`src/rtl/pwm_chan_pkg.sv`:
```
package pwm_chan_pkg;

   typedef logic [3:0] reg_addr_t;

   localparam reg_addr_t ADDR_PERIOD = 4'd0;

   function automatic reg_addr_t duty_addr(input int unsigned idx);
      return reg_addr_t'(idx + 1);
   endfunction

   function automatic reg_addr_t ctrl_addr(input int unsigned n_out);
      return reg_addr_t'(n_out + 1);
   endfunction

   function automatic reg_addr_t flag_addr(input int unsigned n_out);
      return reg_addr_t'(n_out + 2);
   endfunction

endpackage

```
`src/rtl/pwm_regs.sv`:
```
module pwm_regs
   import pwm_chan_pkg::*;
#(
   parameter int unsigned CNT_W   = 16,
   parameter int unsigned NUM_OUT = 3
) (
   input  logic                            clk,
   input  logic                            rst_n,
   input  logic                            wr_en_i,
   input  reg_addr_t                       wr_addr_i,
   input  logic [CNT_W-1:0]                wr_data_i,
   input  logic [NUM_OUT:0]                hit_i,
   output logic [CNT_W-1:0]                period_o,
   output logic [NUM_OUT-1:0][CNT_W-1:0]   duty_o,
   output logic [NUM_OUT-1:0]              en_o,
   output logic [NUM_OUT-1:0]              pol_o,
   output logic [NUM_OUT-1:0]              init_o,
   output logic [NUM_OUT:0]                flag_o
);
   localparam reg_addr_t CTRL_A = ctrl_addr(NUM_OUT);
   localparam reg_addr_t FLAG_A = flag_addr(NUM_OUT);
   localparam int unsigned FW   = NUM_OUT + 1;

   logic [FW-1:0] keep_mask;

   always_comb begin
      keep_mask = '1;
      if (wr_en_i && wr_addr_i == FLAG_A)
         keep_mask = wr_data_i[FW-1:0];
   end

   always_ff @(posedge clk or negedge rst_n) begin
      if (!rst_n) begin
         period_o <= '1;
         duty_o   <= '1;
         en_o     <= '0;
         pol_o    <= '0;
         init_o   <= '0;
      end else if (wr_en_i) begin
         if (wr_addr_i == ADDR_PERIOD)
            period_o <= wr_data_i;
         for (int i = 0; i < NUM_OUT; i++) begin
            if (wr_addr_i == duty_addr(i))
               duty_o[i] <= wr_data_i;
         end
         if (wr_addr_i == CTRL_A) begin
            en_o   <= wr_data_i[NUM_OUT-1:0];
            pol_o  <= wr_data_i[2*NUM_OUT-1:NUM_OUT];
            init_o <= wr_data_i[3*NUM_OUT-1:2*NUM_OUT];
         end
      end
   end

   // hardware set takes precedence over a software clear
   always_ff @(posedge clk or negedge rst_n) begin
      if (!rst_n)
         flag_o <= '0;
      else
         flag_o <= (flag_o & keep_mask) | hit_i;
   end

endmodule

```
`src/rtl/pwm_counter.sv`:
```
module pwm_counter #(
   parameter int unsigned CNT_W = 16
) (
   input  logic             clk,
   input  logic             rst_n,
   input  logic             start_i,
   input  logic             tick_i,
   input  logic [CNT_W-1:0] period_i,
   output logic [CNT_W-1:0] cnt_o,
   output logic             restart_o,
   output logic             adv_o,
   output logic             wrap_o
);
   logic start_q;

   assign restart_o = start_i & ~start_q;
   assign adv_o     = start_i & start_q & tick_i;
   assign wrap_o    = adv_o & (cnt_o == period_i);

   always_ff @(posedge clk or negedge rst_n) begin
      if (!rst_n) begin
         start_q <= 1'b0;
         cnt_o   <= '0;
      end else begin
         start_q <= start_i;
         if (restart_o || wrap_o)
            cnt_o <= '0;
         else if (adv_o)
            cnt_o <= cnt_o + CNT_W'(1);
      end
   end

endmodule

```
`src/rtl/pwm_outgen.sv`:
```
module pwm_outgen #(
   parameter int unsigned CNT_W = 16
) (
   input  logic             clk,
   input  logic             rst_n,
   input  logic             restart_i,
   input  logic             adv_i,
   input  logic             wrap_i,
   input  logic [CNT_W-1:0] cnt_i,
   input  logic [CNT_W-1:0] duty_i,
   input  logic             pol_i,
   input  logic             init_i,
   input  logic             en_i,
   output logic             pin_o,
   output logic             oe_o,
   output logic             hit_o
);
   logic active_q;

   assign hit_o = adv_i & (cnt_i == duty_i);
   assign pin_o = ~(active_q ^ pol_i);
   assign oe_o  = en_i;

   // period match has priority, so a duty at or above the period never toggles
   always_ff @(posedge clk or negedge rst_n) begin
      if (!rst_n)
         active_q <= 1'b0;
      else if (restart_i || wrap_i)
         active_q <= init_i;
      else if (hit_o)
         active_q <= ~init_i;
   end

endmodule

```
`src/rtl/pwm_chan.sv`:
```
module pwm_chan
   import pwm_chan_pkg::*;
#(
   parameter int unsigned CNT_W   = 16,
   parameter int unsigned NUM_OUT = 3
) (
   input  logic               clk,
   input  logic               rst_n,
   input  logic               start_i,
   input  logic               cnt_en_i,
   input  logic               wr_en_i,
   input  logic [3:0]         wr_addr_i,
   input  logic [CNT_W-1:0]   wr_data_i,
   output logic [NUM_OUT-1:0] pwm_o,
   output logic [NUM_OUT-1:0] pwm_oe_o,
   output logic [NUM_OUT:0]   flag_o,
   output logic [CNT_W-1:0]   cnt_o
);
   if (NUM_OUT < 1 || NUM_OUT > 13) begin : g_bad_num_out
      $error("pwm_chan: NUM_OUT must lie in 1..13");
   end
   if (CNT_W < 3 * NUM_OUT || CNT_W < NUM_OUT + 1) begin : g_bad_cnt_w
      $error("pwm_chan: CNT_W too narrow for control and flag words");
   end

   logic [CNT_W-1:0]              period_q;
   logic [NUM_OUT-1:0][CNT_W-1:0] duty_q;
   logic [NUM_OUT-1:0]            en_q, pol_q, init_q;
   logic [NUM_OUT:0]              hit;
   logic                          restart, cnt_adv, wrap;

   pwm_counter #(.CNT_W(CNT_W)) u_cnt (
      .clk       (clk),
      .rst_n     (rst_n),
      .start_i   (start_i),
      .tick_i    (cnt_en_i),
      .period_i  (period_q),
      .cnt_o     (cnt_o),
      .restart_o (restart),
      .adv_o     (cnt_adv),
      .wrap_o    (wrap)
   );

   pwm_regs #(.CNT_W(CNT_W), .NUM_OUT(NUM_OUT)) u_regs (
      .clk       (clk),
      .rst_n     (rst_n),
      .wr_en_i   (wr_en_i),
      .wr_addr_i (wr_addr_i),
      .wr_data_i (wr_data_i),
      .hit_i     (hit),
      .period_o  (period_q),
      .duty_o    (duty_q),
      .en_o      (en_q),
      .pol_o     (pol_q),
      .init_o    (init_q),
      .flag_o    (flag_o)
   );

   assign hit[0] = wrap;

   for (genvar g = 0; g < NUM_OUT; g++) begin : g_out
      pwm_outgen #(.CNT_W(CNT_W)) u_og (
         .clk       (clk),
         .rst_n     (rst_n),
         .restart_i (restart),
         .adv_i     (cnt_adv),
         .wrap_i    (wrap),
         .cnt_i     (cnt_o),
         .duty_i    (duty_q[g]),
         .pol_i     (pol_q[g]),
         .init_i    (init_q[g]),
         .en_i      (en_q[g]),
         .pin_o     (pwm_o[g]),
         .oe_o      (pwm_oe_o[g]),
         .hit_o     (hit[g+1])
      );
   end

endmodule

```
`config.mk`:
```
export PLATFORM = sky130hd
export DESIGN_NAME = pwm_chan
export DESIGN_NICKNAME = d
export VERILOG_FILES = /design/src/rtl/pwm_chan_pkg.sv /design/src/rtl/pwm_regs.sv /design/src/rtl/pwm_counter.sv /design/src/rtl/pwm_outgen.sv /design/src/rtl/pwm_chan.sv
export SDC_FILE = /design/constraint.sdc
export NUM_CORES = 1
export LEC_CHECK = 0
export ABC_AREA = 1
export BUFFER_PORTS_ARGS = -buffer_cell sky130_fd_sc_hd__buf_2
export CORE_AREA = 5 5 157 84
export DETAILED_ROUTE_END_ITERATION = 10
export DIE_AREA = 0 0 162 89
export GPL_TIMING_DRIVEN = 0
export MAX_ROUTING_LAYER = met4
export PLACE_DENSITY_LB_ADDON = 0.2
export SYNTH_ARGS = -nofsm -noshare
export SYNTH_HDL_FRONTEND = slang
export SYNTH_SLANG_ARGS = --single-unit
```
`constraint.sdc`:
```
create_clock -name clk -period 2.15 [get_ports clk]
set_input_delay 0.1075 -clock clk [delete_from_list [all_inputs] [get_ports clk]]
set_output_delay 0.1075 -clock clk [all_outputs]
set_load 0.02 [all_outputs]
```
* Word level (Yosys, flattened, before mapping)
Cells that the tools add are included.
** Storage, ports and cells
- Register bits after elaboration :: 97
- Input port bits :: 25
- Output and inout bits :: 26
- Word-level logic and storage cells :: 63
** Cells by class
- $add $sub $neg :: 1
- Equality and inequality tests :: 9
- Muxes and demuxes :: 9
- Bitwise logic cells :: 19
- Reduce and logical (&&, ||, !) cells :: 12
** Operators with widths (count)
- 16-bit equality test :: 4
- 16-bit two-way mux :: 2
- 16-bit by 1-bit adder with 16-bit output (second input constant) :: 1
- 2-bit AND reduction :: 5
- 4-bit by 2-bit equality test with 1-bit output (second input constant) :: 2
- 4-bit by 3-bit equality test with 1-bit output (second input constant) :: 2
- 2-bit nonzero test :: 4
- 1-bit bitwise AND :: 7
- 1-bit inverter :: 7
- 1-bit two-way mux :: 6
- 4-bit bitwise AND :: 1
- 4-bit by 1-bit equality test with 1-bit output (second input constant) :: 1
- 4-bit zero test :: 1
- 4-bit two-way mux :: 1
- 4-bit bitwise OR :: 1
- 1-bit XOR :: 3
- 1-bit logical AND :: 1
- 1-bit logical OR :: 1

* Logic depth before layout (Yosys ltp)
Gate-level depths: netlist (run 1).
- Depth in word-level cells :: 5
- Depth in mapped cells :: 13
- Mapped depth without buffers :: 11

* Hierarchy
Synthesis (run 1) repeated with hierarchy kept, for this count alone.
** Unflattened totals
- Cell total of the unflattened synthesis :: 791
- Area, all modules :: 5748.0 um2
** By module, submodules not included
- pwm_regs :: times used 1, cells each 281, area an instance 2891.5 um2, seq. area each 2006.9 um2
- pwm_outgen :: times used 3, cells each 104, area an instance 515.5 um2, seq. area each 25.0 um2
- pwm_counter :: times used 1, cells each 198, area an instance 1310.0 um2, seq. area each 425.4 um2

* Worst setup path after synthesis (run 1)
No wires, ideal clock.
- Kind :: reg-to-reg
- From :: reg u_cnt.cnt_o[0]
- To :: reg u_cnt.cnt_o[10]
- Data arrival time :: 1498 ps
- Data required time :: 2032 ps
- Setup slack :: 534 ps
- Stages on the path, launching flop included :: 9
- Buffers on the path :: 0
- Cells stage by stage :: dfrtp_1 ha_1 nand3_1 nor2_1 nand2_1 nor3_4 nand2_1 xor2_1 nor2_1
** On the way
- Cells in the longest elaborated chain, start to end :: 4
** RTL lines
- from (decl) :: RTL line pwm_counter.sv:9 : output logic [CNT_W-1:0] cnt_o,
- from (signal assigned) :: RTL line pwm_counter.sv:29 : cnt_o <= cnt_o + CNT_W'(1);
- branches (longest 4 deep; another with 16-bit by 1-bit adder with 16-bit output)
Parallel ways; which one is timed is not known. The select of a mux whose other input is x is not followed.
A chain may end at the register's enable or synchronous reset.

* Final worst setup path (run 1)
- From :: reg u_cnt.cnt_o[3]
- To :: reg g_out[2].u_og.active_q
** On the way
- Cells in the longest elaborated chain, start to end :: 4
** RTL lines
- 16-bit equality test :: RTL line pwm_counter.sv:18 : assign wrap_o = adv_o & (cnt_o == period_i);
- 1-bit bitwise AND :: RTL line pwm_counter.sv:18
- 1-bit logical OR :: RTL line pwm_outgen.sv:28 : else if (restart_i || wrap_i)
- 1-bit two-way mux / 2-bit nonzero test (equally long branches)
- to (signal assigned) :: RTL line pwm_outgen.sv:29 : active_q <= init_i;
- to (signal assigned) :: RTL line pwm_outgen.sv:31 : active_q <= ~init_i;
- to (decl) :: RTL line pwm_outgen.sv:18 : logic active_q;
Parallel ways exist; a longest one is shown, timed or not.

==> results.md, run 1 <==
- The half-perimeter wire length after placement is around 11000 microns.
- The cell family contributing the most delay on the critical path is simple AND/OR/NAND/NOR gates.
- The clock-pin slew on the worst setup and hold paths is roughly 0.070 ns.
- At the end of the flow the core is filled with cells to about 50%.
- Once the floorplan was initialized, standard cells occupied between 40% and 50% of the core.
- The cell type of the slowest stage on the worst timing path is sky130_fd_sc_hd__dfrtp_1.
- The synthesized netlist devotes under 10% of its cell area to compound gates.
- The fmax is about 0.53 GHz.
- The floorplan step defined a die boundary enclosing ~0.014 sq mm.
- The total number of nets in the final design is 745.
- The worst path uses 87.8% of the clock period.
- The worst hold path passes through 3 cells.
- The number of global-route vias before repair was 4374.
- The critical path goes through inv_1, or2_0, nand3_1, nor2_1, nand3_2, nand2_2, buf_6, inv_2, nand2_1, nand2_1.
- just over 50 I/O pins were placed.
- The region available for standard cell placement spans 0.0116 sq mm.
- In this run the remaining antenna-violating nets after routing total 0.
- The number of maximum-capacitance violations is 0.
- The register bit total from synthesis is 97.
- Setup repair after global routing left no endpoint under its margin.
- The static leakage is 2.86 nW.
- In this run the critical register-to-register path is launched from u_cnt.cnt_o[3]$_DFFE_PN0P_.
- During synthesis, Yosys emitted a total of 0 warnings.
- Leaving out fill and tap cells, the most frequent cell in the layout is sky130_fd_sc_hd__nand2_1.
- At the worst endpoint, the required time is between 2 and 2.5 ns.
- The analysis attributes to net switching a power of 1.60 mW.
- In this run the critical register-to-register path is captured at g_out[2].u_og.active_q$_DFFE_PN0P_.
- In the final routed layout, each cell accounts on average for 16.4 microns.
- The adder-cell share of the synthesized area is less than 1%.
- The hold violation total from the final report is 0.
- The end point of the worst hold path is u_regs.flag_o[0]$_DFF_PN0_.
- The flow ran to the end, and the final reports show no timing, DRC or antenna violations.
- The buffers inserted during post-CTS setup optimization is 0.
- The number of clock sinks seen by CTS is 97.
- After synthesis, the largest family of logic cells by area is simple AND/OR/NAND/NOR gates.
- The proportion of power drawn by flip-flops and latches is between 40% and 50%.
- The floorplan row count is 28.
- The net count of the mapped netlist is 681.
- The cell that appears most often on the critical path is sky130_fd_sc_hd__nand2_1.
- Entering global routing, the biggest net connects 73 pins.
- The share of total power in the clock network is a little under a third.
- The number of pins with negative max-slew slack in the final report is 0.
- Combinational logic is responsible for roughly 20% of the overall power.
- The DRC violations left is 0.
- The share of the Yosys chip area taken by registers is roughly half.
- The detail-routed via count per cell is roughly 5.1.
- The worst hold path begins at wr_data_i[0].
- The category of the worst setup path launch point is a flop.
- During placement, the flow inserted port buffers numbering 50.
- The top fanout value on the critical path is 10.
- Dividing total power by cell area gives a power density of roughly 920 mW/mm^2.
- The internal power is about 3.8 mW.
- The length in cells of the worst reg-to-reg path is 10.
- TritonCTS built the clock tree.
- For the pin with the worst max-slew slack, the measured transition is 0.705 ns.
- The relative area change from synthesis to final layout is 15.7%.
- The arrival time reported for the critical path endpoint is approximately 2.1 ns.
- Counting along the longest clock path gives a buffer depth of 2.
- In this run the worst hold path is classified as in2reg.
- The total detailed-routing wirelength is 14300 microns.
- The share of cells above drive strength 1 is 22.9%.
- Adding up every negative setup slack in the final design gives 0 ns.
- The number of antenna diodes in the final layout is 0.
- The area share of xor/xnor cells in the synthesized design is ~7.2%.
- A synthesized cell averages 7.79 sq um.
- The library cells used most frequently in the layout, excluding fill and tap cells, are sky130_fd_sc_hd__nand2_1 (228), sky130_fd_sc_hd__o21ai_0 (75), sky130_fd_sc_hd__inv_1 (70), sky130_fd_sc_hd__dfstp_2 (64), sky130_fd_sc_hd__buf_2 (53).
- Measured against its own limit, the worst slew margin works out to 53.0%.
- Setup violations remaining at the end of the flow were counted as 0.
- Across the VDD grid, the largest voltage drop is just under 0.5 mV.
- The first global-routing pass estimated 23200 microns of wire.
- The type of destination of the critical path is a flop.
- The floorplan die height is 89 microns.
- After synthesis, the largest area contributor takes up 32.9% of total cell area.
- The number of antenna violations at the first check in global routing is 0.
- The x dimension of the die is about 160 microns.
- The detailed-router iteration count before antenna repair is 5.
- The cell type contributing the most total cell area after synthesis is sky130_fd_sc_hd__dfstp_2.
- The number of distinct library cells after synthesis is 31.
- The reg-to-reg setup timing slack is about 0.26 ns.
- The longest individual stage delay on the worst path is between 0.5 and 0.6 ns.
- The worst setup path is of the reg2reg kind.
- The buffer and inverter count on the worst path is 3.
- After synthesis, the cell types taking the most area are sky130_fd_sc_hd__dfstp_2 (33%), sky130_fd_sc_hd__nand2_1 (17%), sky130_fd_sc_hd__dfrtp_1 (16%).
- The starting DRC count in detailed routing is 359.
- The cell count after synthesis came out at approximately 660.
- The switching part of the total is roughly 30%.
- The worst clock skew is 0.00813 ns.
- The congestion estimate from routability-driven global placement came to a little under 0.9.
- The final critical path time including I/O delays and setup is 1.89 ns.
- The aggregate global-route resource usage is between 20% and 30%.
- The netlist area before placement is a little over 0.005 sq mm.
- The mux contribution to synthesized area is 0%.
- Across all layers, the routed design uses roughly 4.5k vias.
- Clock tree synthesis selected as its root buffer the cell sky130_fd_sc_hd__clkbuf_16.
- The total clock buffers created by CTS is 9.
- The later pin in the worst-skew pair is clocked with a latency of ~0.35 ns.
- The number of H-tree levels is 3.
- The global route total overflow is 0.
- Summing the areas of all and, or, nand and nor instances in the mapped netlist gives a little over a quarter of the synthesized area.
==> per-layer routing <==
layer	vias to the layer above	track usage (%)	wire length [microns]
met5	-	-	0
met4	0	4.53	121
met3	18	4.70	987
met2	140	30.3	5500
met1	2169	32.8	7690
li1	2133	-	-
==> flip-flops by register name, summed over array words and instances (netlist names) <==
| register | cells |
|---|---|
| u_regs.period_o | 16 |
| u_cnt.cnt_o | 16 |
| u_regs.flag_o | 4 |
| u_regs.init_o | 3 |
| u_regs.duty_o | 48 |
| u_cnt.start_q | 1 |
| g_out.u_og.active_q | 3 |
| u_regs.en_o | 3 |
| u_regs.pol_o | 3 |
==> stage by stage <==
| step | setup WS (ns) | hold slack, ns | power (mW) | instances | cell area (sq um) |
|---|---|---|---|---|---|
| 4_1_cts | 0.297 | 0.00798 | 5.44 | 874 | 5900 |
| 3_5_place_dp | 0.321 | 0.0496 | 3.70 | 856 | 5570 |
| 5_1_grt | 0.136 | 0.0175 | 5.75 | 874 | 5900 |
| 3_3_place_gp | 0.00444 | 0.244 | 3.64 | 855 | 5540 |
| 2_1_floorplan | 0.534 | -0.188 | 3.34 | 655 | 5100 |
| 6_report | 0.262 | 0.0109 | 5.41 | 874 | 5900 |
==> worst reg2reg max path, stage by stage (launching register included) <==
cell	delay (ns)
sky130_fd_sc_hd__dfrtp_1	0.52
sky130_fd_sc_hd__inv_1	0.27
sky130_fd_sc_hd__or2_0	0.14
sky130_fd_sc_hd__nand3_1	0.07
sky130_fd_sc_hd__nor2_1	0.15
sky130_fd_sc_hd__nand3_2	0.13
sky130_fd_sc_hd__nand2_2	0.12
sky130_fd_sc_hd__buf_6	0.19
sky130_fd_sc_hd__inv_2	0.07
sky130_fd_sc_hd__nand2_1	0.06
sky130_fd_sc_hd__nand2_1	0.05
==> layout make-up <==
cell class	count	area [sq um]
timing repair buffer	53	300
multi-input combinational	447	2110
sequential	97	2510
clock buffer	10	229
inverter	76	285
tap	150	188
clock inverter	6	82.6
buffer	35	201
fill	1152	5660
==> synthesized netlist by cell type <==
master / n
sky130_fd_sc_hd__nand2_1: 228
sky130_fd_sc_hd__o21ai_0: 75
sky130_fd_sc_hd__inv_1: 70
sky130_fd_sc_hd__dfstp_2: 64
sky130_fd_sc_hd__nor2_1: 50
sky130_fd_sc_hd__dfrtp_1: 33
sky130_fd_sc_hd__xnor2_1: 29
sky130_fd_sc_hd__nand3_1: 24
sky130_fd_sc_hd__buf_4: 15
sky130_fd_sc_hd__clkbuf_1: 14
sky130_fd_sc_hd__xor2_1: 13
sky130_fd_sc_hd__inv_2: 6
sky130_fd_sc_hd__nand4_1: 5
sky130_fd_sc_hd__buf_2: 4
sky130_fd_sc_hd__nor3_1: 4
sky130_fd_sc_hd__o21ai_1: 3
sky130_fd_sc_hd__a21oi_1: 2
sky130_fd_sc_hd__nor3_2: 2
sky130_fd_sc_hd__or2_2: 2
sky130_fd_sc_hd__buf_6: 1
sky130_fd_sc_hd__clkbuf_2: 1
sky130_fd_sc_hd__ha_1: 1
sky130_fd_sc_hd__nand2_2: 1
sky130_fd_sc_hd__nand3_2: 1
sky130_fd_sc_hd__nor2_2: 1
sky130_fd_sc_hd__nor2_4: 1
sky130_fd_sc_hd__nor3_4: 1
sky130_fd_sc_hd__nor3b_2: 1
sky130_fd_sc_hd__nor4_1: 1
sky130_fd_sc_hd__or2_0: 1
sky130_fd_sc_hd__or2_1: 1
==> worst max path at each step <==
stage	from	to	slack (ns)	depth (start not counted)
final	u_cnt.cnt_o[3]$_DFFE_PN0P_	g_out[2].u_og.active_q$_DFFE_PN0P_	0.26	10
after floorplan	u_cnt.cnt_o[0]$_DFFE_PN0P_	u_cnt.cnt_o[10]$_DFFE_PN0P_	0.53	8
after global routing	u_cnt.cnt_o[0]$_DFFE_PN0P_	u_cnt.cnt_o[12]$_DFFE_PN0P_	0.14	9
after CTS	u_cnt.cnt_o[3]$_DFFE_PN0P_	g_out[1].u_og.active_q$_DFFE_PN0P_	0.30	10
after global placement	rst_n	u_regs.en_o[1]$_DFFE_PN0P_	0.004	1
after detailed placement	u_cnt.cnt_o[3]$_DFFE_PN0P_	g_out[1].u_og.active_q$_DFFE_PN0P_	0.32	10
==> repair_timing <==
action                    4_1_cts  5_1_grt
gates resized for setup         0        0
hold buffers                    2        0
hold endpoints to repair       26        0
==> kinds of logic (layout without fill, tap and decap cells) <==
family / after synthesis / count (layout)
XOR/XNOR: 42 / 42
adder cells (fa/ha/maj): 1 / 1
AO/OA/AOI/OAI: 80 / 80
buffers and inverters: 111 / 180
AND/OR/NAND/NOR: 324 / 324
flip-flops: 97 / 97
==> power groups by stage <==
stage,combinational [mW],clock [mW],sequential [mW]
6_report,1.11,1.73,2.57
2_1_floorplan,0.776,0,2.56
5_1_grt,1.28,1.85,2.62
3_5_place_dp,1.11,0,2.59
3_3_place_gp,1.07,0,2.57
4_1_cts,1.12,1.76,2.57
No activity file was read; power rests on OpenSTA's default activity.
==> inputs of run 2 (changes only) <==
--- a/config.mk
+++ b/config.mk
@@ -7,9 +7,9 @@
 export LEC_CHECK = 0
 export ABC_AREA = 1
 export BUFFER_PORTS_ARGS = -buffer_cell sky130_fd_sc_hd__buf_2
-export CORE_AREA = 5 5 157 84
+export CORE_AREA = 5 5 166 88
 export DETAILED_ROUTE_END_ITERATION = 10
-export DIE_AREA = 0 0 162 89
+export DIE_AREA = 0 0 171 93
 export GPL_TIMING_DRIVEN = 0
 export MAX_ROUTING_LAYER = met4
 export PLACE_DENSITY_LB_ADDON = 0.2
==> run 2 against run 1 <==
Net effect: fmax rose by 0.16%; cell count increased by 3.0%; clock skew is 0.00051 ns higher; largest cell class unchanged; worst hold slack improved by 0.0047 ns; critical path depth shrank 2; utilization down 5.7 points; worst setup slack improved by 0.0030 ns; routed wire length increased by 3.5%; via count shrank 1.7%; die area up 10%; sequential power about the same.
==> results.md, run 2 (same netlist as run 1, synthesis figures left out) <==
- The detailed-route via count is 4382 (-1.7%).
- STA classifies the critical path endpoint as a flop.
- The register with the highest flop count is u_regs.duty_o.
- The worst slack at placement is 0.243 ns (-0.0781 ns).
- The number of H-tree levels is 3 (unchanged).
- Setup repair after global routing left no endpoint under its margin.
- The summed negative setup slack over all endpoints is 0 ns (unchanged).
- The static leakage is 2.86 nW (about the same).
- The normalized max-slew margin came to 49.1% (-3.9 points).
- The detail-routed via count per cell is 4.87 (-4.6%).
- The sum of routed wire segments on met1 is 7800 microns (+1.4%).
- The total power is 5.42 mW (+0.30%).
- The number of antenna violations at the first check in global routing came to 0 (unchanged).
- The critical path is of the reg2reg type.
- The global route total overflow is 0 (unchanged).
- The power density over cell area was 913 mW/mm^2 (-0.27%).
- The critical path data required time is 2.38 ns (about the same).
- The kind of cell with the highest combined delay along the critical path is simple AND/OR/NAND/NOR gates.
- The area of the die is 0.0159 sq mm (+10%).
- The half-perimeter wire length after placement is 11200 microns (+5.0%).
- STA classifies the critical path startpoint as a flop.
- The maximum clock insertion buffer count was 2 (unchanged).
- The transition time at the pin with the least slew margin came to 0.764 ns (+0.0588 ns).
- The clock-pin slew on the worst setup and hold paths is 0.07 ns (about the same).
- The total met2 wirelength after detailed routing is 5540 microns (+0.64%).
- The min-delay analysis places its worst path in the category in2reg.
- The worst clock skew is 0.00863 ns (+0.000507 ns).
- The number of flip-flops under the largest register name came to 48 (unchanged).
- The total of buffers placed on input and output ports was 50 (unchanged).
- The later-pin clock latency in the skew report came to 0.35 ns (about the same).
- The maximum vdd ir drop came to 0.373 mV (-22%).
- The initial cell density of the core is 39.0% (-5.2 points).
- The total of endpoints with negative setup slack in the final report is 0 (unchanged).
- TritonCTS built the clock tree.
- The last weighted congestion value of the routability-driven placer is 0.872 (+0.57%).
- The pin count of the biggest net entering global routing is 72 (-1.4%).
- The number of clock sinks seen by CTS was 97 (unchanged).
- The number of maximum-capacitance violations is 0 (unchanged).
- The worst register-to-register path begins at u_cnt.cnt_o[0]$_DFFE_PN0P_.
- The fmax came to 0.530 GHz (+0.16%).
- The wire length per cell is 16.4 microns (+0.52%).
- The most common library cell in the layout ignoring fill and taps is sky130_fd_sc_hd__nand2_1.
- The library cell used as clock root buffer is sky130_fd_sc_hd__clkbuf_16.
- The end point of the worst hold path is u_regs.flag_o[1]$_DFF_PN0_.
- For this design, the slowest cell found on the critical path is sky130_fd_sc_hd__dfrtp_1.
- The number of global-route vias before repair is 4216 (-3.6%).
- The top metal layer carrying routed signals is met4.
- The worst setup margin is 0.265 ns (+0.00301 ns).
- The reg-to-reg setup timing slack is 0.26 ns (about the same).
- The top fanout value on the critical path came to 8 (-2).
- In the layout the commonest cells are sky130_fd_sc_hd__nand2_1 (228), sky130_fd_sc_hd__o21ai_0 (75), sky130_fd_sc_hd__inv_1 (70), sky130_fd_sc_hd__dfstp_2 (64), sky130_fd_sc_hd__buf_2 (53).
- The share of cells above drive strength 1 was 23.1% (+0.14 points).
- The ratio of final minimum period to clock period is 87.7% (-0.14 points).
- The final critical path time including I/O delays and setup came to 1.89 ns (-0.00301 ns).
- The run finished with clean final reports.
- The number of instances on the worst hold path was 3 (unchanged).
- The I/O pin count is 51 (unchanged).
- The floorplan die height is 93 microns (+4.5%).
- The arrival time reported for the critical path endpoint came to 2.12 ns (about the same).
- The total number of nets in the final design is 745 (unchanged).
- The x dimension of the die is 171 microns (+5.6%).
- The remaining number of nets flagged by the antenna check after routing was 0 (unchanged).
- The wire length of the first global-routing pass came to 23300 microns (+0.36%).
- The detailed-router iteration count before antenna repair is 4 (-1).
- Walking the worst path, the cells encountered are ha_1, nand3_1, nor2_1, nand2_1, nor3_4, nand2_1, xor2_1, nor2_1.
- The length in cells of the worst reg-to-reg path is 8 (-2).
- The starting DRC count in detailed routing is 277 (-23%).
- The buffers inserted during post-CTS setup optimization came to 0 (unchanged).
- The hold violation total from the final report is 0 (unchanged).
- The total clock buffers created by CTS is 9 (unchanged).
- The number of inserted filler cells in the final layout is 1317 (+14%).
- The met3 wire length is 1350 microns (+37%).
- The diode insertion count for antenna repair is 0 (unchanged).
- The largest registers in the layout are u_regs.duty_o: 48 flops, u_cnt.cnt_o: 16 flops, u_regs.period_o: 16 flops.
- In this run the critical register-to-register path is captured at u_cnt.cnt_o[10]$_DFFE_PN0P_.
- In this run the most critical hold path is launched from wr_data_i[1].
- The buffer and inverter count on the worst path came to 0 (-3).
- The total detailed-routing wirelength is 14800 microns (+3.5%).
- The core outline area is 0.0131 sq mm (+13%).
- The longest individual stage delay on the worst path was 0.54 ns (+0.02 ns).
- The floorplan row count is 30 (+7.1%).
- The utilization after layout is 45.3% (-5.7 points).
- The DRC violations left is 0 (unchanged).
- The number of pins with negative max-slew slack in the final report is 0 (unchanged).
- The aggregate global-route resource usage is 19.9% (-2.0 points).
- The relative area change from synthesis to final layout is 16.3%.
-- run 2: cell counts in the layout (fill, tap and decap cells not counted) --
No cell type changed its count.
-- run 2: layer usage --
metal	vias to the layer above	global-route usage, %
met5	-	-
met4	0	3.03
li1	2125	-
met3	11	6.38
met1	2092	30.9
met2	154	25.3
-- run 2: how the worst max path moves through the flow --
stage | start | end | slack (ns) | cells past startpoint
after floorplan | u_cnt.cnt_o[0]$_DFFE_PN0P_ | u_cnt.cnt_o[10]$_DFFE_PN0P_ | 0.53 | 8
after global placement | rst_n | u_regs.en_o[0]$_DFFE_PN0P_ | -0.04 | 1
after detailed placement | u_cnt.cnt_o[0]$_DFFE_PN0P_ | u_cnt.cnt_o[10]$_DFFE_PN0P_ | 0.24 | 8
after CTS | u_cnt.cnt_o[0]$_DFFE_PN0P_ | u_cnt.cnt_o[10]$_DFFE_PN0P_ | 0.25 | 8
after global routing | u_cnt.cnt_o[0]$_DFFE_PN0P_ | u_cnt.cnt_o[10]$_DFFE_PN0P_ | 0.02 | 8
final | u_cnt.cnt_o[0]$_DFFE_PN0P_ | u_cnt.cnt_o[10]$_DFFE_PN0P_ | 0.26 | 8
-- run 2: area by class of cell --
cell class                 count  area, sq um  area share [%]
timing repair buffer          53          300            5.06
multi-input combinational    447         2110            35.5
clock inverter                 6         83.8            1.41
buffer                        35          201            3.39
inverter                      76          285            4.81
tap                          176          220            3.71
clock buffer                  10          229            3.86
sequential                    97         2510            42.2
-- run 2: power breakdown --
group          switching, mW  internal, mW
Sequential             0.244          2.33
Combinational          0.652         0.467
Clock                  0.716          1.02
-- run 2: worst register-to-register path, stage by stage (launching register included) --
cell,delay [ns]
sky130_fd_sc_hd__dfrtp_1,0.54
sky130_fd_sc_hd__ha_1,0.24
sky130_fd_sc_hd__nand3_1,0.11
sky130_fd_sc_hd__nor2_1,0.16
sky130_fd_sc_hd__nand2_1,0.14
sky130_fd_sc_hd__nor3_4,0.26
sky130_fd_sc_hd__nand2_1,0.11
sky130_fd_sc_hd__xor2_1,0.15
sky130_fd_sc_hd__nor2_1,0.06
-- run 2: what timing repair did --
| action | in CTS | in global routing |
|---|---|---|
| hold buffers | 2 | 0 |
| gates resized for setup | 0 | 0 |
| hold endpoints to repair | 14 | 0 |
-- run 2: through the flow --
stage | cell area [sq um] | hold WS (ns) | instances
after floorplan | 5100 | -0.188 | 655
after detailed placement | 5600 | 0.0592 | 882
final | 5940 | 0.0156 | 900
after global routing | 5940 | 0.0386 | 900
after CTS | 5940 | 0.0148 | 900
after global placement | 5570 | 0.243 | 881
==> inputs of run 3 (changes only) <==
--- a/config.mk
+++ b/config.mk
@@ -6,10 +6,11 @@
 export NUM_CORES = 1
 export LEC_CHECK = 0
 export ABC_AREA = 1
+export ABC_CLOCK_PERIOD_IN_PS = 2150
 export BUFFER_PORTS_ARGS = -buffer_cell sky130_fd_sc_hd__buf_2
-export CORE_AREA = 5 5 166 88
+export CORE_AREA = 5 5 137 74
 export DETAILED_ROUTE_END_ITERATION = 10
-export DIE_AREA = 0 0 171 93
+export DIE_AREA = 0 0 142 79
 export GPL_TIMING_DRIVEN = 0
 export MAX_ROUTING_LAYER = met4
 export PLACE_DENSITY_LB_ADDON = 0.2
==> run 3 against run 2 <==
Net effect: register-to-register slack better by 0.06 ns; cell area down 0.84%; via count up 0.64%; sequential share of layout area up 0.36 points; routed wire length down 11%; die area down 29%; combinational power about the same; fmax up 3.3%; largest cell class unchanged.
==> results.md, run 3 (same netlist as run 1, synthesis figures left out) <==
- The run finished with clean final reports.
- The hold violation total from the final report is 0 (unchanged).
- The worst clock skew was 0.00762 ns (-0.00101 ns).
- The power density over cell area is 923 mW/mm^2 (+1.0%).
- The critical path data required time is 2.39 ns (about the same).
- The aggregate global-route resource usage is 25.2% (+5.3 points).
- TritonCTS built the clock tree.
- The normalized max-slew margin came to 57.0% (+7.9 points).
- The number of maximum-capacitance violations is 0 (unchanged).
- The DRC violations left came to 0 (unchanged).
- Clock tree synthesis selected as its root buffer the cell sky130_fd_sc_hd__clkbuf_16.
- The worst slack at placement was 0.332 ns (+0.0889 ns).
- The final standard cell area without fillers is 0.00589 sq mm (-0.84%).
- The area of placed instances is 0.00554 sq mm (-1.2%).
- The count of cells resized by post-cts repair is 0 (unchanged).
- The number of instances on the worst hold path is 3 (unchanged).
- The arrival time reported for the critical path endpoint came to 2.07 ns (-0.05 ns).
- The signal on the critical path passes through inv_1, or2_0, nand3_1, nor2_1, nand3_2, nand2_2, buf_6, inv_2, nand2_1, nand2_1.
- The area of the die is 0.0112 sq mm (-29%).
- The core outline area was 0.00895 sq mm (-32%).
- The summed negative setup slack over all endpoints is 0 ns (unchanged).
- The wire length per cell came to 15.5 microns (-5.5%).
- The origin of the worst min-delay path is wr_data_i[2].
- The worst setup margin is 0.325 ns (+0.0598 ns).
- The type of destination of the critical path is a flop.
- The x dimension of the die is 142 microns (-17%).
- The half-perimeter wire length after placement came to 9790 microns (-12%).
- The share of cells above drive strength 1 is 23.1% (unchanged).
- The top fanout value on the critical path is 10 (+2).
- By startpoint and endpoint, the worst setup path is classified as reg2reg.
- Setup repair after global routing left no endpoint under its margin.
- The worst setup path is launched from a flop.
- Leaving out fill and tap cells, the most frequent cell in the layout is sky130_fd_sc_hd__nand2_1.
- The combinational fraction of design power came to 20.2% (-0.4 points).
- The total clock buffers created by CTS is 9 (unchanged).
- The proportion of power drawn by flip-flops and latches is 47.3% (about the same).
- The ratio of final minimum period to clock period is 84.9% (-2.8 points).
- The reg-to-reg setup timing slack came to 0.32 ns (+0.06 ns).
- The initial cell density of the core is 57.0% (+18 points).
- The clock-pin slew on the worst setup and hold paths is 0.06 ns (about the same).
- The total power is 5.43 mW (+0.15%).
- The internal power is 3.88 mW (+1.7%).
- The floorplan die height is 79 microns (-15%).
- The total of endpoints with negative setup slack in the final report was 0 (unchanged).
- The total number of nets in the final design is 745 (unchanged).
- The floorplan row count came to 25 (-17%).
- The switching part of the total is 28.6% (-1.1 points).
- The starting DRC count in detailed routing is 466 (+68%).
- In this run the critical register-to-register path is launched from u_cnt.cnt_o[3]$_DFFE_PN0P_.
- The number of flip-flops under the largest register name is 48 (unchanged).
- The number of pins with negative max-slew slack in the final report is 0 (unchanged).
- The static leakage is 2.86 nW (about the same).
- The cell type of the slowest stage on the worst timing path is sky130_fd_sc_hd__dfrtp_1.
- The number of H-tree levels is 3 (unchanged).
- From synthesis to final layout, the design area changed by 15.3%.
- The library cells used most frequently in the layout, excluding fill and tap cells, are sky130_fd_sc_hd__nand2_1 (228), sky130_fd_sc_hd__o21ai_0 (75), sky130_fd_sc_hd__inv_1 (70), sky130_fd_sc_hd__dfstp_2 (64), sky130_fd_sc_hd__buf_2 (53).
- The share of total power in the clock network is 32.4% (+0.4 points).
- The I/O pin count is 51 (unchanged).
- The maximum vdd ir drop is 0.521 mV (+40%).
- The wire length of the first global-routing pass is 20900 microns (-10%).
- The length in cells of the worst reg-to-reg path is 10 (+2).
- u_regs.duty_o holds more flip-flops than any other register.
- The maximum clock insertion buffer count came to 2 (unchanged).
- The later-pin clock latency in the skew report is 0.35 ns (about the same).
- The diode insertion count for antenna repair is 0 (unchanged).
- The number of clock sinks seen by CTS is 97 (unchanged).
- In this design, the critical path's most frequently occurring cell is sky130_fd_sc_hd__nand2_1.
- The last weighted congestion value of the routability-driven placer is 0.908 (+4.2%).
- The detailed-router iteration count before antenna repair is 5 (+1).
- The endpoint identified for the worst register-to-register timing path is g_out[2].u_og.active_q$_DFFE_PN0P_.
- The global route total overflow is 0 (unchanged).
- The total of buffers placed on input and output ports is 50 (unchanged).
- The transition time at the pin with the least slew margin is 0.645 ns (-0.119 ns).
- For hold timing, the worst endpoint is u_regs.flag_o[2]$_DFF_PN0_.
- The switching power was 1.55 mW (-3.6%).
- The largest registers in the layout are u_regs.duty_o: 48 flops, u_cnt.cnt_o: 16 flops, u_regs.period_o: 16 flops.
- The remaining number of nets flagged by the antenna check after routing was 0 (unchanged).
- The path class of the lowest-slack min-delay path is in2reg.
- The final critical path time including I/O delays and setup is 1.83 ns (-0.0598 ns).
- The number of hold buffers added after cts is 2 (unchanged).
- The longest individual stage delay on the worst path is 0.51 ns (-0.03 ns).
- The buffers inserted during post-CTS setup optimization was 0 (unchanged).
- The detail-routed via count per cell was 5.22 (+7.2%).
- The detailed-route via count is 4410 (+0.64%).
- The number of inserted filler cells in the final layout is 788 (-40%).
- The number of global-route vias before repair is 4037 (-4.2%).
- The pin count of the biggest net entering global routing was 73 (+1.4%).
- The fmax is 0.548 GHz (+3.3%).
- The total detailed-routing wirelength is 13100 microns (-11%).
- The number of antenna violations at the first check in global routing is 0 (unchanged).
run 3: changes by cell type in the layout (fill, tap and decap cells not counted):
cell / before / now
sky130_fd_sc_hd__clkbuf_8: 0 / 2
sky130_fd_sc_hd__clkinv_2: 3 / 0
sky130_fd_sc_hd__clkinv_4: 1 / 0
sky130_fd_sc_hd__clkinvlp_4: 0 / 2
run 3: worst max path at each step:
stage                                           from                                 end
after floorplan           u_cnt.cnt_o[0]$_DFFE_PN0P_         u_cnt.cnt_o[10]$_DFFE_PN0P_
after global placement                         rst_n          u_cnt.cnt_o[2]$_DFFE_PN0P_
after detailed placement  u_cnt.cnt_o[3]$_DFFE_PN0P_  g_out[2].u_og.active_q$_DFFE_PN0P_
after CTS                 u_cnt.cnt_o[3]$_DFFE_PN0P_  g_out[2].u_og.active_q$_DFFE_PN0P_
after global routing      u_cnt.cnt_o[3]$_DFFE_PN0P_  g_out[2].u_og.active_q$_DFFE_PN0P_
final                     u_cnt.cnt_o[3]$_DFFE_PN0P_  g_out[2].u_og.active_q$_DFFE_PN0P_
run 3: power by group through the flow:
| stage | logic, mW | registers (mW) | clock network [mW] |
|---|---|---|---|
| 2_1_floorplan | 0.776 | 2.56 | 0 |
| 3_3_place_gp | 1.05 | 2.57 | 0 |
| 3_5_place_dp | 1.09 | 2.59 | 0 |
| 4_1_cts | 1.10 | 2.56 | 1.79 |
| 5_1_grt | 1.25 | 2.61 | 1.86 |
| 6_report | 1.10 | 2.57 | 1.76 |
run 3: area by class of cell:
cell class	instances	area, sq um	share of cell area, %
inverter	76	285	4.85
clock buffer	12	256	4.36
clock inverter	4	75.1	1.28
tap	121	151	2.57
buffer	35	201	3.42
multi-input combinational	447	2110	35.8
sequential	97	2510	42.6
timing repair buffer	53	300	5.10
run 3: metal layers:
layer  part of all wire, %  up-vias  track usage [%]
li1                      -     2138                -
met1                    48     2082             38.1
met2                    42      180             34.7
met3                   9.8       10             5.66
met4                  0.81        0             5.46
met5                     0        -                -
run 3: metrics by stage:
stage	hold WS, ns	instances	util [%]
2_1_floorplan	-0.188	655	-
3_3_place_gp	0.242	826	61.5
3_5_place_dp	0.0380	827	61.9
4_1_cts	0.0188	845	65.8
5_1_grt	0.0162	845	65.8
6_report	0.0206	845	65.8
run 3: worst max-delay path: cells and delay by family, from the launching register on:
kind | cells | cell delay [ns]
flip-flops | 1 | 0.51
AND/OR/NAND/NOR | 7 | 0.73
buffers and inverters | 3 | 0.48
